### src/rtl/uart_fifo_pkg.sv
package uart_fifo_pkg;
  // Strobes from the control register to the two queues.
  typedef struct packed {
    logic       fifoEn;   // registered mode bit
    logic       flushTx;  // one-cycle pulse
    logic       flushRx;  // one-cycle pulse
    logic [1:0] trigSel;  // receive trigger code
  } ctrlStrobes_t;
endpackage

### src/rtl/uart_fifo_regs.sv
module uart_fifo_regs
  import uart_fifo_pkg::*;
#(
  parameter int ADDR_W    = 3,
  parameter int CTRL_ADDR = 2
) (
  input  logic              clk,
  input  logic              rstN,
  input  logic              wrEn,
  input  logic [ADDR_W-1:0] wrAddr,
  input  logic [7:0]        wrData,
  output ctrlStrobes_t      strb
);
  logic       hit;
  logic       enQ;
  logic [1:0] trigQ;
  logic       unusedCfgBits;

  assign hit = wrEn && (wrAddr == ADDR_W'(CTRL_ADDR));
  // DMA select and reserved bits are accepted and dropped.
  assign unusedCfgBits = ^wrData[5:3];

  always_ff @(posedge clk or negedge rstN) begin
    if (!rstN) begin
      enQ   <= 1'b0;
      trigQ <= 2'b00;
    end else if (hit) begin
      enQ <= wrData[0];
      if (wrData[0]) trigQ <= wrData[7:6];
    end
  end

  always_comb begin
    strb.fifoEn  = enQ;
    strb.trigSel = trigQ;
    // Disabling empties both queues; enabled writes may clear each one.
    strb.flushRx = hit && (!wrData[0] || wrData[1]);
    strb.flushTx = hit && (!wrData[0] || wrData[2]);
  end

  assert_gated_trig_R3: assert property (@(posedge clk) disable iff (!rstN)
    (hit && !wrData[0]) |=> (trigQ == $past(trigQ)));
  assert_disable_R3: assert property (@(posedge clk) disable iff (!rstN)
    (hit && !wrData[0]) |=> !enQ);
endmodule

### src/rtl/uart_fifo_store.sv
module uart_fifo_store #(
  parameter int DEPTH = 16,
  parameter int WIDTH = 8,
  localparam int PTR_W = $clog2(DEPTH),
  localparam int CNT_W = $clog2(DEPTH + 1)
) (
  input  logic             clk,
  input  logic             rstN,
  input  logic             fifoEn,
  input  logic             flush,
  input  logic             push,
  input  logic [WIDTH-1:0] pushData,
  input  logic             pop,
  output logic [WIDTH-1:0] popData,
  output logic [CNT_W-1:0] count,
  output logic             dropped
);
  logic [WIDTH-1:0] mem [DEPTH];
  logic [PTR_W-1:0] wrPtr, rdPtr;
  logic [CNT_W-1:0] cap;
  logic             pushOk, popOk;

  function automatic logic [PTR_W-1:0] nextPtr(input logic [PTR_W-1:0] p);
    return (p == PTR_W'(DEPTH - 1)) ? '0 : p + 1'b1;
  endfunction

  assign cap     = fifoEn ? CNT_W'(DEPTH) : CNT_W'(1);
  assign pushOk  = push && !flush && (count < cap);
  assign popOk   = pop && !flush && (count != '0);
  assign dropped = push && !flush && (count >= cap);

  always_ff @(posedge clk) begin
    if (pushOk) mem[wrPtr] <= pushData;
  end

  always_ff @(posedge clk or negedge rstN) begin
    if (!rstN) begin
      wrPtr   <= '0;
      rdPtr   <= '0;
      count   <= '0;
      popData <= '0;
    end else if (flush) begin
      wrPtr <= '0;
      rdPtr <= '0;
      count <= '0;
    end else begin
      if (pushOk) wrPtr <= nextPtr(wrPtr);
      if (popOk) begin
        rdPtr   <= nextPtr(rdPtr);
        popData <= mem[rdPtr];
      end
      case ({pushOk, popOk})
        2'b10:   count <= count + 1'b1;
        2'b01:   count <= count - 1'b1;
        default: count <= count;
      endcase
    end
  end

  assert_count_bound_R8: assert property (@(posedge clk) disable iff (!rstN)
    count <= cap);
  assert_flush_empties_R12: assert property (@(posedge clk) disable iff (!rstN)
    flush |=> (count == '0));
  assert_empty_pop_R11: assert property (@(posedge clk) disable iff (!rstN)
    (pop && !push && !flush && count == '0) |=> ($stable(count) && $stable(popData)));
  assert_full_drop_R13: assert property (@(posedge clk) disable iff (!rstN)
    (push && !pop && !flush && count == cap) |=> (count == $past(count)));
endmodule

### src/rtl/uart_fifo_ctrl.sv
module uart_fifo_ctrl
  import uart_fifo_pkg::*;
#(
  parameter int DEPTH  = 16,
  parameter int ADDR_W = 3,
  localparam int CNT_W = $clog2(DEPTH + 1)
) (
  input  logic              clk,
  input  logic              rstN,
  input  logic              cfgWe,
  input  logic [ADDR_W-1:0] cfgAddr,
  input  logic [7:0]        cfgData,
  input  logic              hostTxWe,
  input  logic [7:0]        hostTxData,
  input  logic              serTxPop,
  output logic [7:0]        txData,
  output logic [CNT_W-1:0]  txCount,
  input  logic              desRxPush,
  input  logic [7:0]        desRxData,
  input  logic              hostRxPop,
  output logic [7:0]        rxData,
  output logic [CNT_W-1:0]  rxCount,
  output logic              rxIrq,
  output logic              rxOverrun,
  output logic              fifoMode
);
  ctrlStrobes_t    strb;
  logic            txDrop, rxDrop;
  logic [CNT_W-1:0] trigLvl;
  logic            unusedTxDrop;

  uart_fifo_regs #(.ADDR_W(ADDR_W), .CTRL_ADDR(2)) uRegs (
    .clk(clk), .rstN(rstN), .wrEn(cfgWe), .wrAddr(cfgAddr),
    .wrData(cfgData), .strb(strb)
  );

  uart_fifo_store #(.DEPTH(DEPTH), .WIDTH(8)) uTx (
    .clk(clk), .rstN(rstN), .fifoEn(strb.fifoEn), .flush(strb.flushTx),
    .push(hostTxWe), .pushData(hostTxData), .pop(serTxPop),
    .popData(txData), .count(txCount), .dropped(txDrop)
  );

  uart_fifo_store #(.DEPTH(DEPTH), .WIDTH(8)) uRx (
    .clk(clk), .rstN(rstN), .fifoEn(strb.fifoEn), .flush(strb.flushRx),
    .push(desRxPush), .pushData(desRxData), .pop(hostRxPop),
    .popData(rxData), .count(rxCount), .dropped(rxDrop)
  );

  assign unusedTxDrop = txDrop;

  always_comb begin
    case (strb.trigSel)
      2'b00:   trigLvl = CNT_W'(1);
      2'b01:   trigLvl = CNT_W'(4);
      2'b10:   trigLvl = CNT_W'(8);
      default: trigLvl = CNT_W'(14);
    endcase
  end

  assign rxIrq    = strb.fifoEn && (rxCount >= trigLvl);
  assign fifoMode = strb.fifoEn;

  always_ff @(posedge clk or negedge rstN) begin
    if (!rstN)             rxOverrun <= 1'b0;
    else if (strb.flushRx) rxOverrun <= 1'b0;
    else if (rxDrop)       rxOverrun <= 1'b1;
  end

  assert_irq_clear_R4: assert property (@(posedge clk) disable iff (!rstN)
    strb.flushRx |=> !rxIrq);
  assert_overrun_sticky_R10: assert property (@(posedge clk) disable iff (!rstN)
    (rxOverrun && !strb.flushRx) |=> rxOverrun);
  assert_tx_untouched_R4: assert property (@(posedge clk) disable iff (!rstN)
    (strb.flushRx && !strb.flushTx && !hostTxWe && !serTxPop) |=> $stable(txCount));
endmodule

### config.mk
export PLATFORM = sky130hd
export DESIGN_NAME = uart_fifo_ctrl
export DESIGN_NICKNAME = d
export VERILOG_FILES = /design/src/rtl/uart_fifo_pkg.sv /design/src/rtl/uart_fifo_regs.sv /design/src/rtl/uart_fifo_store.sv /design/src/rtl/uart_fifo_ctrl.sv
export SDC_FILE = /design/constraint.sdc
export NUM_CORES = 1
export LEC_CHECK = 0
export BUFFER_PORTS_ARGS = -buffer_cell sky130_fd_sc_hd__clkbuf_2
export CORE_MARGIN = 2
export CORE_UTILIZATION = 45
export CTS_BUF_LIST = sky130_fd_sc_hd__clkbuf_4 sky130_fd_sc_hd__clkbuf_8 sky130_fd_sc_hd__clkbuf_16
export DETAILED_ROUTE_END_ITERATION = 10
export PLACE_DENSITY = 0.67
export SYNTH_ARGS = -nofsm -noshare
export SYNTH_HDL_FRONTEND = slang
export SYNTH_SLANG_ARGS = --single-unit
### constraint.sdc
create_clock -name clk -period 5.4 [get_ports clk]
set_input_delay 0.54 -clock clk [delete_from_list [all_inputs] [get_ports clk]]
set_output_delay 0.54 -clock clk [all_outputs]
set_load 0.005 [all_outputs]
# --- After elaboration in Yosys (flattened, before gate mapping) ---
# Memory sizes are Yosys's and may differ from the RTL's. A register that Yosys moved wholly into a read port is not among the register bits.
# Cells that the tools add are included.
# W data, S select, Z words.
op_classes:
  div: 0
  n_mux: 24
  reduce_logical: 33
  bitwise_logic: 2
  multipliers: 0
  n_shift: 0
  add_sub_neg: 8
  order_cmp: 4
  n_eq_ne: 11
ops:
  columns: ["op", "count"]
  rows:
  - ["$mux W4", 12]
  - ["$pmux W5 S2", 2]
  - ["$add A4 B1 Y4 const B", 4]
  - ["$eq A4 B4 Y1 const B", 4]
  - ["$mux W5", 3]
  - ["$logic_and A1 B1 Y1", 13]
  - ["$pmux W4 S3", 1]
  - ["$add A5 B1 Y5 const B", 2]
  - ["$ge A5 B5 Y1", 2]
  - ["$lt A5 B5 Y1", 2]
  - ["$reduce_bool A2 Y1", 5]
  - ["$reduce_bool A5 Y1", 2]
  - ["$sub A5 B1 Y5 const B", 2]
  - ["$eq A2 B1 Y1 const B", 3]
  - ["$eq A2 B2 Y1 const B", 3]
  - ["$mux W1", 6]
  - ["$reduce_and A2 Y1", 3]
  - ["$reduce_bool A3 Y1", 2]
  - ["$logic_not A1 Y1", 5]
  - ["$eq A3 B2 Y1 const B", 1]
  - ["$logic_not A2 Y1", 1]
  - ["$logic_or A1 B1 Y1", 2]
  - ["$not A1 Y1", 2]
totals:
  rom_bits: 0
  memories: 2
  output_inout_bits: 29
  latch_bits: 0
  register_bits: 30
  elab_cells: 93
  ramBits: 256
mem_list:
  columns: ["memory", "depth", "width", "read_ports", "rd_clocked_by_memory_dff", "write_ports", "line_no", "text"]
  rows:
  - ["uRx.mem", 16, 8, 1, 1, 1, "uart_fifo_store.sv:18", "logic [WIDTH-1:0] mem [DEPTH];"]
  - ["uTx.mem", 16, 8, 1, 1, 1, "uart_fifo_store.sv:18", null]

# --- Longest topological paths before layout ---
# Gate-level depths: netlist of the first run.
depth:
  depth_word: 9
  mapped_depth: 15
  depth_no_buf: 13

# --- By module ---
# A second synthesis of the first run with hierarchy kept.
hier_totals:
  cells_unflattened: 748
  area_unflattened_um2: 12708.4
modules_own_cells:
  columns: ["mod", "instances", "cells_each", "seq_area_each_um2", "area_each_um2"]
  rows:
  - ["uart_fifo_store (uRx)", 1, 362, 4369.2, 6197.2]
  - ["uart_fifo_store (uTx)", 1, 353, 4369.2, 6193.4]
  - ["uart_fifo_regs", 1, 15, 75.1, 177.7]
  - ["uart_fifo_ctrl", 1, 18, 25.0, 140.1]

# --- Worst setup path after synthesis of the first run ---
# Ideal clock, no wire load.
synth_timing:
  path_kind: "flip-flop to flip-flop"
  from: "reg uTx.count[1]"
  to: "reg uTx.count[2]"
  path_buffers: 2
  period_less_slack_ns: 3.074
  path_slack_ns: 2.326
  setup_time_ns: 0.078
  arrival_ns: 2.996
  path_stages_with_launch: 14
  t_required_ns: 5.322
  path_cell_list: "dfrtp_1 or4_4 o21a_1 nand2b_1 clkbuf_1 inv_1 ha_1 clkbuf_1 xor2_1 ha_1 a21oi_1 xor2_1 or3_1 a21oi_1"
synth_between:
  elab_chain_cells: 5
synth_lines:
  columns: ["item", "line_no", "text"]
  rows:
  - ["start: declaration", "uart_fifo_store.sv:15", "output logic [CNT_W-1:0] count,"]
  - ["start signal: assignment", "uart_fifo_store.sv:53", "2'b10: count <= count + 1'b1;"]
  - ["start signal: assignment", "uart_fifo_store.sv:54", "2'b01: count <= count - 1'b1;"]
  - ["start signal: assignment", "uart_fifo_store.sv:55", "default: count <= count;"]
  - ["$lt A5 B5 Y1 / $reduce_bool A5 Y1 (equally long branches)", "uart_fifo_store.sv:28, uart_fifo_store.sv:29", null]
  - ["$logic_and A1 B1 Y1, on equally long branches", "uart_fifo_store.sv:28, uart_fifo_store.sv:29", null]
  - ["$eq A2 B1 Y1 / $eq A2 B2 Y1 (equally long branches)", "uart_fifo_store.sv:52", "case ({pushOk, popOk})"]
  - ["$pmux W5 S2", "uart_fifo_store.sv:52", null]
  - ["$mux W5", "uart_fifo_store.sv:42", "end else if (flush) begin"]
# Several ways; a longest one is shown, not always the timed one.
# A chain may end at the register's enable or synchronous reset.

# --- Final worst setup path of the first run ---
layout_timing:
  from: "reg uRegs.enQ"
  to: "reg uRx.count[2]"
layout_between:
  elab_chain_cells: 6
layout_lines:
  columns: ["item", "line_no", "text"]
  rows:
  - ["start: declaration", "uart_fifo_regs.sv:15", "logic enQ;"]
  - ["start signal: assignment", "uart_fifo_regs.sv:28", "enQ <= wrData[0];"]
  - ["$mux W5 (*)", "uart_fifo_store.sv:27", "assign cap = fifoEn ? CNT_W'(DEPTH) : CNT_W'(1);"]
  - ["$lt A5 B5 Y1 (*)", "uart_fifo_store.sv:28", "assign pushOk = push && !flush && (count < cap);"]
  - ["$logic_and A1 B1 Y1 (*)", "uart_fifo_store.sv:28", null]
  - ["$eq A2 B1 Y1 / $eq A2 B2 Y1 (equally long branches)", "uart_fifo_store.sv:52", null]
  - ["$pmux W5 S2", "uart_fifo_store.sv:52", null]
  - ["$mux W5", "uart_fifo_store.sv:42", null]
  - ["end signal: assignment", "uart_fifo_store.sv:53", null]
  - ["end signal: assignment", "uart_fifo_store.sv:54", null]
  - ["end signal: assignment", "uart_fifo_store.sv:55", null]
  - ["end: declaration", "uart_fifo_store.sv:15", null]
# Every way passes the cells marked *; elsewhere a longest branch is shown, timed or not.

==> results of run 1 <==
[layer usage]
layer | track usage | vias to the layer above | wire (µm) | share of wire
li1 | - | 2892 | - | -
met4 | 0.0472 | 0 | 529 | 0.022
met1 | 0.230 | 3273 | 10200 | 0.43
met2 | 0.277 | 163 | 11800 | 0.50
met5 | 0 | - | 0 | 0
met3 | 0.0227 | 42 | 1120 | 0.047
[flip-flops by register name (all words and copies together) (netlist names), 2 cells and up]
| register | cells |
|---|---|
| uTx.count | 5 |
| uTx.popData | 8 |
| uTx.wrPtr | 4 |
| uTx.rdPtr | 4 |
| uTx.mem | 128 |
| uRegs.trigQ | 2 |
| uRx.rdPtr | 4 |
| uRx.mem | 128 |
| uRx.wrPtr | 4 |
| uRx.count | 5 |
| uRx.popData | 8 |
[Yosys cell counts, drive strengths merged, types with 5 or more instances]
library cell  number  area, µm²
buf               16       90.1
nand2             38        143
and3              12       75.1
clkbuf            16       60.1
nand3              5       25.0
xor2              10       87.6
a21oi             23        115
edfxtp           256       7690
inv               16       60.1
o21ai             15       78.8
and2              22        140
nor3               6       40.0
mux4              64       1440
or3                6       37.5
dfrtp             46       1150
nor2              23       86.3
ha                23        288
mux2i             34        340
o221ai            16        140
[per-stage QoR]
stage               std cells   util  hold slack (ns)  total power (W)
detailed placement       1097  0.485            0.485          0.00507
global placement         1097  0.485            0.471          0.00496
finish                   1153  0.523            0.123          0.00712
global route             1153  0.523            0.151          0.00748
floorplan                 691      -            0.244          0.00450
CTS                      1153  0.523            0.132          0.00719
[power by group through the flow]
stage               combinational [W]  clock [W]  sequential, W
floorplan                     0.00150          0        0.00300
global placement              0.00185          0        0.00311
detailed placement            0.00193          0        0.00314
CTS                           0.00194    0.00216        0.00309
global route                  0.00211    0.00225        0.00313
finish                        0.00191    0.00212        0.00309
[final cells by class]
type                            instances  area [µm²]
Sequential cell                       302        8840
Timing Repair Buffer                   66         348
Inverter                               16        60.1
Fill cell                            2142       12900
Clock buffer                           42         865
Clock inverter                         14         166
Tap cell                              372         465
Multi-Input combinational cell        341        3440
[cell usage in the layout, fill, tap and decap left out, drive strengths merged, types with 4 or more instances in the layout]
master,Yosys,routed
and2,22,22
a21oi,23,23
edfxtp,256,256
o31ai,4,4
nand2,38,38
mux4,64,64
nor3,6,6
nor2,23,23
clkinv,0,5
inv,16,19
xnor2,4,4
dfrtp,46,46
ha,23,23
nand3,5,5
mux2i,34,34
and3,12,12
or3,6,6
xor2,10,10
o21ai,15,15
and3b,4,4
o221ai,16,16
a311oi,4,4
clkbuf,16,101
buf,16,7
[path summary, 6_finish.rpt]
check,endpoint,cells past startpoint,startpoint,slack [ns]
max in group asynchronous,uRx.rdPtr[1]$_DFFE_PN0P_,2,rstN,4.79
worst min-delay path,uRx.popData[7]$_DFFE_PN0P_,2,rstN,0.12
worst max-delay path,uRx.count[2]$_DFFE_PN0P_,12,uRegs.enQ$_DFFE_PN0N_,2.07
worst max register to register,uRx.count[2]$_DFFE_PN0P_,12,uRegs.enQ$_DFFE_PN0N_,2.07
min in group clk,uRegs.trigQ[0]$_DFFE_PN0P_,2,cfgData[6],0.23
worst min register to register,uRx.popData[4]$_DFFE_PN0P_,2,uRx.popData[4]$_DFFE_PN0P_,0.50
[cell families (layout without fill, tap and decap cells)]
group | after synthesis | in the layout | share of synthesized area
xor gates and xnor gates | 14 | 14 | 0.00982
AOI/OAI and AO/OA | 75 | 75 | 0.0425
and+or+nand+nor | 129 | 129 | 0.0555
muxes | 100 | 100 | 0.144
buffers and inverters | 48 | 138 | 0.0168
adders and majority gates | 23 | 23 | 0.0230
DFF | 302 | 302 | 0.708
[worst register-to-register path, cell delays in order, from the launching register on]
cell and delay (ns):
dfrtp_1 0.40, inv_1 0.18, ha_1 0.17, or4b_4 0.48, a221oi_4 0.42, inv_2 0.13
ha_1 0.34, xor2_1 0.19, ha_1 0.22, a21oi_1 0.16, xor2_1 0.11, or3_1 0.32
a21oi_1 0.14
==> impl_metrics.json, run 1 <==
{
  "synthArstFlopShare": 0.152,
  "final_nets": 814,
  "power_density_nw_per_um2": 502,
  "port_buffers": 59,
  "clkSlewWorstSetupHoldPaths_ns": 0.06,
  "cts_root_buffer": "clkbuf_16",
  "track_usage": 0.166,
  "place_hpwl_um": 15300,
  "hp-class": "in2async",
  "slew_viol_final": 0,
  "slew_headroom": 0.245,
  "grt_max_degree": 47,
  "gp_congestion": 0.795,
  "synth_seq_area_share": 0.708,
  "fp.dieW_um": 171,
  "first_iter_violations": 470,
  "ys_ff_latch": 302,
  "syn-num-nets": 748,
  "path_buf_inv": 2,
  "final-setup-viol-count": 0,
  "comb_power_share": 0.268,
  "crit_fanout": 9,
  "crit_chain": "inv_1 -> ha_1 -> or4b_4 -> a221oi_4 -> inv_2 -> ha_1 -> xor2_1 -> ha_1 -> a21oi_1 -> xor2_1 -> or3_1 -> a21oi_1",
  "p_sw_frac": 0.299,
  "clk_latency_ns": 0.55,
  "final_cell_area_um2": 14200,
  "hold_viol": 0,
  "wirelength_um": 23600,
  "grt_pass1_wl_um": 36800,
  "start_util": 0.461,
  "outcome": "finished clean",
  "fin_crit_sh": 0.616,
  "drive_above_1_share": 0.256,
  "maxCapViolCount": 0,
  "io_pins": 63,
  "cts_sinks": 302,
  "htree_levels": 1,
  "drt_first_pass_iters": 4,
  "die_h_um": 171,
  "rsz0062_at_grt": "no",
  "crit_arrival_ns": 3.79,
  "yosys_warnings": 0,
  "grt_pass1_vias": 6472,
  "cts-buffers-inserted": 30,
  "finalSetupTns_ns": 0,
  "p_leak_nw": 4.94,
  "grt_antenna_before_repair": 0,
  "dr_total_vias": 6370,
  "clock_skew_ns": 0.0123,
  "drc_errors": 0,
  "ant_nets": 0,
  "wire_per_inst_um": 20.5,
  "crit_path_frequent_cell": "ha_1",
  "fin_ws_ns": 2.07,
  "worstSetupPathType": "reg2reg",
  "cts_tree": "yes",
  "pre_cts_ws_ns": 1.59,
  "synth_edf_count": 256,
  "vias_per_cell": 5.52,
  "max_stage_delay_ns": 0.48,
  "synth_cell_type_count": 49,
  "area_growth_pct": 13.6,
  "clk_path_buf_depth": 3,
  "cts_resized": 0,
  "critPathTopFamily": "simple AND/OR/NAND/NOR gates",
  "cp_data_required_time_ns": 5.87,
  "dieArea_um2": 29100,
  "cp-start-kind": "register",
  "gr-total-overflow": 0,
  "post-cts-setup-buffer-count": 0,
  "synth_cells": 691,
  "num_rows": 60,
  "slowest_stage": "or4b_4",
  "pwr-share-clk": 0.298,
  "critPathCaptureType": "register",
  "ir_drop_uv": 268,
  "pwr-share-seq": 0.434,
  "placed_cell_area_um2": 13200,
  "internal_power_w": 0.00500,
  "hold_buffers": 0,
  "syn_area_um2": 12500,
  "fmax_ghz": 0.301,
  "fin_crit_ns": 3.33,
  "diodes": 0,
  "ys.flop_type": "edfxtp_1",
  "p_sw_w": 0.00213,
  "core_um2": 27100,
  "synth.avg_cell_area_um2": 18.1,
  "tightest_slew_ns": 1.13
}
Power figures use the tool's default switching activity.
==> run 2: changes to the inputs <==
--- a/config.mk
+++ b/config.mk
@@ -10,7 +10,7 @@
 export CORE_UTILIZATION = 45
 export CTS_BUF_LIST = sky130_fd_sc_hd__clkbuf_4 sky130_fd_sc_hd__clkbuf_8 sky130_fd_sc_hd__clkbuf_16
 export DETAILED_ROUTE_END_ITERATION = 10
-export PLACE_DENSITY = 0.67
+export PLACE_DENSITY = 0.69
 export SYNTH_ARGS = -nofsm -noshare
 export SYNTH_HDL_FRONTEND = slang
 export SYNTH_SLANG_ARGS = --single-unit
==> constraint.sdc (replaced) <==
create_clock -name clk -period 3.05 [get_ports clk]
set_input_delay 0.305 -clock clk [delete_from_list [all_inputs] [get_ports clk]]
set_output_delay 0.305 -clock clk [all_outputs]
set_load 0.005 [all_outputs]
==> run 2 against run 1 <==
Compared with the run above: clock skew decreased by 0.0011 ns; routed wire length up 4.7%; final cell count increased by 2.1%; design area rose by 2.3%; flip-flop and latch count unchanged; non-clock buffer count is 22 higher; critical endpoint unchanged.
==> impl_metrics.json, run 2 (synthesized netlist as in run 1, its figures left out) <==
{
  "grt_pass1_vias": 6862,
  "maxCapViolCount": 0,
  "r2r_slack_ns": 0.16,
  "tightest_slew_ns": 1.07,
  "cts_sinks": 302,
  "outcome": "finished clean",
  "cts_tree": "yes",
  "max_stage_delay_ns": 0.48,
  "power_density_nw_per_um2": 909,
  "hold_viol": 0,
  "final_nets": 837,
  "grt_pass1_wl_um": 38700,
  "cp-start-kind": "register",
  "place_hpwl_um": 16000,
  "fin_util": 0.536,
  "crit_end": "uRx.count[2]$_DFFE_PN0P_",
  "clk_latency_ns": 0.56,
  "gp_congestion": 0.814,
  "p_leak_nw": 5.12,
  "vias_per_cell": 5.53,
  "fin_crit_ns": 2.89,
  "drt_first_pass_iters": 4,
  "cp.depth": 12,
  "fin_crit_sh": 0.948,
  "largestRegisters": "uRx.mem (128), uTx.mem (128)",
  "cp_data_required_time_ns": 3.53,
  "critPathTopFamily": "simple AND/OR/NAND/NOR gates",
  "startpoint": "uRegs.enQ$_DFFE_PN0N_",
  "crit_chain": "inv_1 -> ha_1 -> or4b_4 -> a221oi_4 -> inv_2 -> ha_4 -> xor2_1 -> ha_1 -> a21oi_1 -> xor2_1 -> or3_1 -> a21oi_1",
  "final_cell_mix": "256 x edfxtp_1, 64 x mux4_2, 59 x clkbuf_2",
  "crit_arrival_ns": 3.37,
  "crit_fanout": 8,
  "ant_nets": 0,
  "clock_skew_ns": 0.0112,
  "worstReg2RegStart": "uRegs.enQ$_DFFE_PN0N_",
  "rsz0062_at_grt": "no",
  "core_um2": 27100,
  "start_util": 0.461,
  "slew_headroom": 0.284,
  "final_common_cell": "edfxtp_1",
  "final-setup-viol-count": 0,
  "port_buffers": 59,
  "slew_viol_final": 0,
  "fmax_ghz": 0.346,
  "gr-total-overflow": 0,
  "p_total_w": 0.0132,
  "drc_errors": 0,
  "fp.dieW_um": 171,
  "r2r-end": "uRx.count[2]$_DFFE_PN0P_",
  "io_pins": 63,
  "drive_above_1_share": 0.280,
  "wirelength_um": 24800,
  "clkSlewWorstSetupHoldPaths_ns": 0.06,
  "first_iter_violations": 521,
  "dieArea_um2": 29100,
  "ir_drop_uv": 510,
  "num_rows": 60,
  "worstSetupPathType": "reg2reg",
  "htree_levels": 1,
  "path_buf_inv": 2,
  "grt_antenna_before_repair": 0,
  "fillers": 2080,
  "dr_total_vias": 6504,
  "die_h_um": 171,
  "grt_max_degree": 41,
  "cts_root_buffer": "clkbuf_16",
  "rr_worst_depth": 12,
  "slowest_stage": "or4b_4",
  "diodes": 0,
  "cts-buffers-inserted": 31,
  "clk_path_buf_depth": 3,
  "area_growth_pct": 16.2,
  "track_usage": 0.175,
  "hp-class": "in2reg",
  "wire_per_inst_um": 21.0,
  "critPathCaptureType": "register"
}
-- run 2: metal layers --
metal  up-vias  routed length (µm)  GRT usage
met5         -                   0          0
met4         0                 409     0.0450
met3        34                1330     0.0294
met2       175               13100      0.319
met1      3363                9870      0.216
li1       2932                   -          -
-- run 2: layout make-up --
class                           instances  area (µm²)  area share
Clock buffer                           42         877      0.0604
Clock inverter                         16         269      0.0185
Inverter                               16        60.1     0.00414
Multi-Input combinational cell        341        3460       0.238
Sequential cell                       302        8840       0.609
Tap cell                              372         465      0.0321
Timing Repair Buffer                   88         546      0.0376
-- run 2: worst min-delay path by stage --
stage	from	end	slack, ns	cells past startpoint
floorplan	rstN	rxOverrun$_DFFE_PN0P_	0.009	0
global placement	rstN	uTx.popData[1]$_DFFE_PN0P_	0.15	1
detailed placement	rstN	uTx.popData[7]$_DFFE_PN0P_	0.16	1
CTS	cfgData[0]	uRegs.enQ$_DFFE_PN0N_	0.06	3
global route	cfgData[0]	uRegs.enQ$_DFFE_PN0N_	0.08	3
finish	cfgData[0]	uRegs.enQ$_DFFE_PN0N_	0.06	3
-- run 2: timing repair --
item,CTS,global route
pin swaps,0,1
setup endpoints to repair,1,4
hold buffers,3,0
resized for setup,1,3
endpoints found under the hold margin,8,0
setup buffers,0,1
gates cloned,0,0
-- run 2: stage by stage --
stage | hold slack [ns] | std cells | setup TNS, ns | instance area (µm²) | setup WS (ns)
after detailed placement | 0.161 | 1115 | -0.0248 | 13300 | -0.0248
after global placement | 0.149 | 1115 | 0 | 13300 | 0.133
after floorplan | 0.00941 | 691 | 0 | 12500 | 0.0205
after CTS | 0.0597 | 1176 | 0 | 14500 | 0.0596
after global routing | 0.0841 | 1177 | 0 | 14500 | 0.0110
final | 0.0634 | 1177 | 0 | 14500 | 0.160
-- run 2: power by group --
group	internal (W)	leakage, nW	total (W)	switching [W]
registers	0.00496	2.87	0.00548	0.000515
clock network	0.00261	0.569	0.00415	0.00154
logic	0.00178	1.68	0.00357	0.00179
-- run 2: worst reg2reg max path, stage by stage (launching register included) --
cell and delay, ns:
dfrtp_1 0.40, inv_1 0.10, ha_1 0.15, or4b_4 0.48
a221oi_4 0.29, inv_2 0.09, ha_4 0.20, xor2_1 0.15
ha_1 0.21, a21oi_1 0.16, xor2_1 0.11, or3_1 0.32
a21oi_1 0.15
